$ cat src/rtl/pbslt_pkg.sv
package pbslt_pkg;
  localparam int IDX_W = 4;

  localparam logic [5:0] OP_SLT_S = 6'h06;
  localparam logic [5:0] OP_SLT_U = 6'h07;

  typedef struct packed {
    logic              wrEn;
    logic              signedMode;
    logic              forceZero;
    logic              rsvd;
    logic [IDX_W-1:0]  dstIdx;
    logic [IDX_W-1:0]  srcBIdx;
    logic [IDX_W-1:0]  srcCIdx;
  } ctrlStrobes_t;
endpackage

$ cat src/rtl/pbslt_lane_cmp.sv
module pbslt_lane_cmp #(
  parameter int LANE_W = 8
) (
  input  logic [LANE_W-1:0] laneB,
  input  logic [LANE_W-1:0] laneC,
  input  logic              signedMode,
  output logic              isLess
);
  logic [LANE_W:0] extB;
  logic [LANE_W:0] extC;

  // Widen by one bit: sign bit copied in signed mode, zero in unsigned mode,
  // then compare the widened values as signed numbers.
  always_comb begin
    extB = {signedMode & laneB[LANE_W-1], laneB};
    extC = {signedMode & laneC[LANE_W-1], laneC};
    isLess = $signed(extB) < $signed(extC);
  end
endmodule

$ cat src/rtl/pbslt_ctrl.sv
module pbslt_ctrl
  import pbslt_pkg::*;
#(
  parameter int INST_W = 32,
  parameter int PAD_HI = 25,
  parameter int PAD_LO = 21,
  parameter int SRCC_LO = 14,
  parameter int SRCB_LO = 10,
  parameter int DST_LO = 6
) (
  input  logic              clk,
  input  logic              rstN,
  input  logic              instValid,
  input  logic [INST_W-1:0] instWord,
  input  logic [5:0]        subOp,
  output ctrlStrobes_t      strb,
  output logic              rsvdFlag
);
  localparam int PAD_W = PAD_HI - PAD_LO + 1;

  logic [PAD_W-1:0] padField;
  logic             knownOp;
  logic             padOk;

  always_comb begin
    padField     = instWord[PAD_HI:PAD_LO];
    padOk        = (padField == '0);
    knownOp      = (subOp == OP_SLT_S) || (subOp == OP_SLT_U);
    strb.srcCIdx = instWord[SRCC_LO +: IDX_W];
    strb.srcBIdx = instWord[SRCB_LO +: IDX_W];
    strb.dstIdx  = instWord[DST_LO +: IDX_W];
    strb.signedMode = (subOp == OP_SLT_S);
    strb.forceZero  = (strb.srcBIdx == strb.srcCIdx);
    strb.rsvd       = instValid && !knownOp;
    strb.wrEn       = instValid && knownOp && padOk && (strb.dstIdx != '0);
  end

  always_ff @(posedge clk or negedge rstN) begin
    if (!rstN) rsvdFlag <= 1'b0;
    else       rsvdFlag <= strb.rsvd;
  end
endmodule

$ cat src/rtl/pbslt_datapath.sv
module pbslt_datapath
  import pbslt_pkg::*;
#(
  parameter int DATA_W = 32,
  parameter int LANE_W = 8,
  parameter int NREGS = 16
) (
  input  logic              clk,
  input  logic              rstN,
  input  ctrlStrobes_t      strb,
  input  logic [IDX_W-1:0]  dbgIdx,
  input  logic              dbgWrEn,
  input  logic [DATA_W-1:0] dbgWrData,
  output logic [DATA_W-1:0] dbgData,
  output logic [DATA_W-1:0] wrData
);
  localparam int LANES = DATA_W / LANE_W;
  localparam int NSTORE = NREGS - 1;

  logic [DATA_W-1:0] store [NSTORE];
  logic [DATA_W-1:0] opB;
  logic [DATA_W-1:0] opC;
  logic [LANES-1:0]  laneLess;
  logic [DATA_W-1:0] packed_res;

  function automatic logic [DATA_W-1:0] readReg(input logic [IDX_W-1:0] idx,
                                                input logic [DATA_W-1:0] s [NSTORE]);
    logic [DATA_W-1:0] v;
    v = '0;
    for (int n = 1; n < NREGS; n++)
      if (idx == IDX_W'(n)) v = s[n-1];
    return v;
  endfunction

  always_comb begin
    opB     = readReg(strb.srcBIdx, store);
    opC     = readReg(strb.srcCIdx, store);
    dbgData = readReg(dbgIdx, store);
  end

  for (genvar g = 0; g < LANES; g++) begin : gLane
    pbslt_lane_cmp #(.LANE_W(LANE_W)) uCmp (
      .laneB     (opB[g*LANE_W +: LANE_W]),
      .laneC     (opC[g*LANE_W +: LANE_W]),
      .signedMode(strb.signedMode),
      .isLess    (laneLess[g])
    );
    assign packed_res[g*LANE_W +: LANE_W] = {{(LANE_W-1){1'b0}}, laneLess[g]};
  end

  assign wrData = strb.forceZero ? '0 : packed_res;

  for (genvar n = 1; n < NREGS; n++) begin : gReg
    always_ff @(posedge clk or negedge rstN) begin
      if (!rstN)
        store[n-1] <= '0;
      else if (strb.wrEn && strb.dstIdx == IDX_W'(n))
        store[n-1] <= wrData;
      else if (dbgWrEn && dbgIdx == IDX_W'(n))
        store[n-1] <= dbgWrData;
    end
  end
endmodule

$ cat src/rtl/pbslt_unit.sv
module pbslt_unit
  import pbslt_pkg::*;
#(
  parameter int DATA_W = 32,
  parameter int LANE_W = 8,
  parameter int NREGS = 16
) (
  input  logic              clk,
  input  logic              rstN,
  input  logic              instValid,
  input  logic [31:0]       instWord,
  input  logic [5:0]        subOp,
  input  logic [3:0]        dbgIdx,
  input  logic              dbgWrEn,
  input  logic [DATA_W-1:0] dbgWrData,
  output logic [DATA_W-1:0] dbgData,
  output logic              rsvdFlag
);
  ctrlStrobes_t      strb;
  logic [DATA_W-1:0] wrData;

  pbslt_ctrl uCtrl (
    .clk      (clk),
    .rstN     (rstN),
    .instValid(instValid),
    .instWord (instWord),
    .subOp    (subOp),
    .strb     (strb),
    .rsvdFlag (rsvdFlag)
  );

  pbslt_datapath #(.DATA_W(DATA_W), .LANE_W(LANE_W), .NREGS(NREGS)) uDp (
    .clk      (clk),
    .rstN     (rstN),
    .strb     (strb),
    .dbgIdx   (dbgIdx),
    .dbgWrEn  (dbgWrEn),
    .dbgWrData(dbgWrData),
    .dbgData  (dbgData),
    .wrData   (wrData)
  );
endmodule

$ cat config.mk
export PLATFORM = sky130hd
export DESIGN_NAME = pbslt_unit
export DESIGN_NICKNAME = d
export VERILOG_FILES = /design/src/rtl/pbslt_pkg.sv /design/src/rtl/pbslt_lane_cmp.sv /design/src/rtl/pbslt_ctrl.sv /design/src/rtl/pbslt_datapath.sv /design/src/rtl/pbslt_unit.sv
export SDC_FILE = /design/constraint.sdc
export NUM_CORES = 2
export LEC_CHECK = 0
export ABC_AREA = 1
export BUFFER_PORTS_ARGS = -buffer_cell sky130_fd_sc_hd__buf_2
export CAP_MARGIN = 0
export CORE_ASPECT_RATIO = 1.1
export CORE_MARGIN = 1.5
export CORE_UTILIZATION = 55
export CTS_CLUSTER_DIAMETER = 120
export DETAILED_ROUTE_END_ITERATION = 7
export PLACE_DENSITY = 0.72
export SLEW_MARGIN = 0
export SYNTH_ARGS = -nofsm -noshare
export SYNTH_HDL_FRONTEND = slang
export SYNTH_HIERARCHICAL = 1
export SYNTH_SLANG_ARGS = --single-unit
$ cat constraint.sdc
create_clock -name clk -period 3.9 [get_ports clk]
set_clock_uncertainty 0.1 [all_clocks]
set_input_delay 0.975 -clock clk [delete_from_list [all_inputs] [get_ports clk]]
set_output_delay 0.975 -clock clk [all_outputs]
set_load 0.005 [all_outputs]
==> reports/results.ini <==
[global_routing]
grt_pass1_vias = 30600
grt-ovfl-total = 0
grt_max_degree = 105
grt_first_pass_wirelength_um = 181000
antenna_found_initial = 1
track_usage = 0.419

[drt]
drcViolationCount = 0
wire_per_inst_um = 22.0
dr.first_iter.drc_count = 4742
vias = 33400
wirelength_um = 120000
viasPerCell = 6.14
first_pass_iters = 7
ant_nets = 0

[floorplan]
start_util = 0.560
dieArea_mm2 = 0.0562
die_w_um = 226
pin_count = 111
core_mm2 = 0.0539
die_h_um = 249
rows = 89

[finish]
antenna_cells = 0
layout.nets = 4779
design_area_mm2 = 0.0360
fin_cells = 5443
final_cell_mix = nand2_1, inv_1, dfrtp_1
drive_gt1_frac = 0.136
syn_to_final_growth_pct = 19.5
nFillCells = 4866
mostFrequentLayoutCell = nand2_1

[worst_setup_path]
critPathTopFamily = simple AND/OR/NAND/NOR gates
worst-path-stages = 13
ff2ff_path_depth = 22
reg2reg_to = uDp/store[344]
endpoint_kind = output port
crit_path_end = dbgData[29]
start_kind = primary input
cp_max_fo = 8
worstReg2RegStart = uDp/store[411]
crit_required_ps = 2820
crit_path_frequent_cell = nor2_1
startpoint = dbgIdx[0]
path_class = primary input to output port
max_stage_delay_ps = 230
cp_num_buf_inv = 4
cp_slowest_cell = nor2_1
arrival_ps = 2830
cp_cell_sequence = buf_6, inv_1, nor2_1, buf_4, nand3_1, nand3_1, nor2_1, nand4_1, nor2_1, nand4_1, nor2_1, nand4_1, buf_2
rrSetupSlack_ps = 560

[cts]
clockBufferDepth = 3
clkLatencyLatePin_ps = 640
cts_tree = yes
cts_root_buf = clkbuf_16
numCtsBuffers = 55
ctsHoldBuffers = 0
h-tree-depth = 2
path_clk_slew_ps = 60
cts.sinks = 481

[status]
violations = setup timing
outcome = complete, but fails checks

[synthesis]
syn-num-nets = 4581
synth_area_per_cell_um2 = 6.74
yosys_warnings = 6
syn_area_mm2 = 0.0302
synthCells = 4475

[sta]
maxSlewViolCount = 0
fmax_ghz = 0.256
whs_ps = 119
fin_crit_sh = 1.00
hold_viol_final = 0
slew_headroom = 0.351
worst_pin_slew_ps = 973
setup_viol = 1
layout_setup_ws_ps = -4.63
rsz0062_at_grt = yes
layout_min_cycle_time_ps = 3900

[flow_run]
maxCapViolCount = 0

[power_and_ir_drop]
irDropWorstVdd_mv = 0.368
p_leak_uw = 0.0167
powerDensity_mw_per_mm2 = 454

[placement]
gp_congestion = 0.984
port_buffers = 95
post_dp_cell_area_mm2 = 0.0339
dp_hpwl_um = 84600
pre_cts_slack_ps = -419
dp_cells = 5333

[min_path]
hp-class = primary input to asynchronous set/reset pin

-- area by class of cell --
cell class,instances,area [µm²],area share
clock inverters,18,211,0.00587
well taps,728,911,0.0253
multi-input cells,3136,15000,0.416
inverters,557,2100,0.0583
flip-flops and latches,481,12000,0.334
repair buffers,442,4170,0.116
clock buffers,81,1610,0.0446
-- registers in the layout, indices dropped and copies added (netlist names) --
name	cells
uCtrl/rsvdFlag	1
uDp/store	480
-- layer usage --
layer | global-route usage | routed length [µm]
met1 | 0.607 | 48100
met2 | 0.613 | 51400
met3 | 0.110 | 16600
met4 | 0.126 | 3850
met5 | 0 | 11
-- power by group --
group | switching, µW | total [µW] | internal (µW)
Clock | 2250 | 5350 | 3100
Sequential | 1020 | 7140 | 6120
Combinational | 2450 | 3870 | 1430
-- worst min-delay path by stage --
| stage | slack, ps | to | cells after the start |
|---|---|---|---|
| after floorplan | 360 | uDp/store[264] | 2 |
| after global placement | 380 | uDp/store[264] | 2 |
| after detailed placement | 400 | uDp/store[264] | 2 |
| after CTS | 110 | uDp/store[451] | 1 |
| after global routing | 120 | uDp/store[451] | 1 |
| final | 120 | uDp/store[451] | 1 |
-- repair_timing --
action	in CTS	in global routing
endpoints found under the setup margin	0	64
gates resized for setup	0	60
buffers inserted	0	8
-- per-stage QoR --
step,power [µW],setup TNS (ps),utilization
4_1_cts,16100,0,0.663
5_1_grt,17100,-302,0.669
3_5_place_dp,10800,-20830,0.630
6_report,16400,-4.63,0.669
2_1_floorplan,9250,0,-
3_3_place_gp,10700,-17290,0.630
No activity file was read; power rests on OpenSTA's default activity.
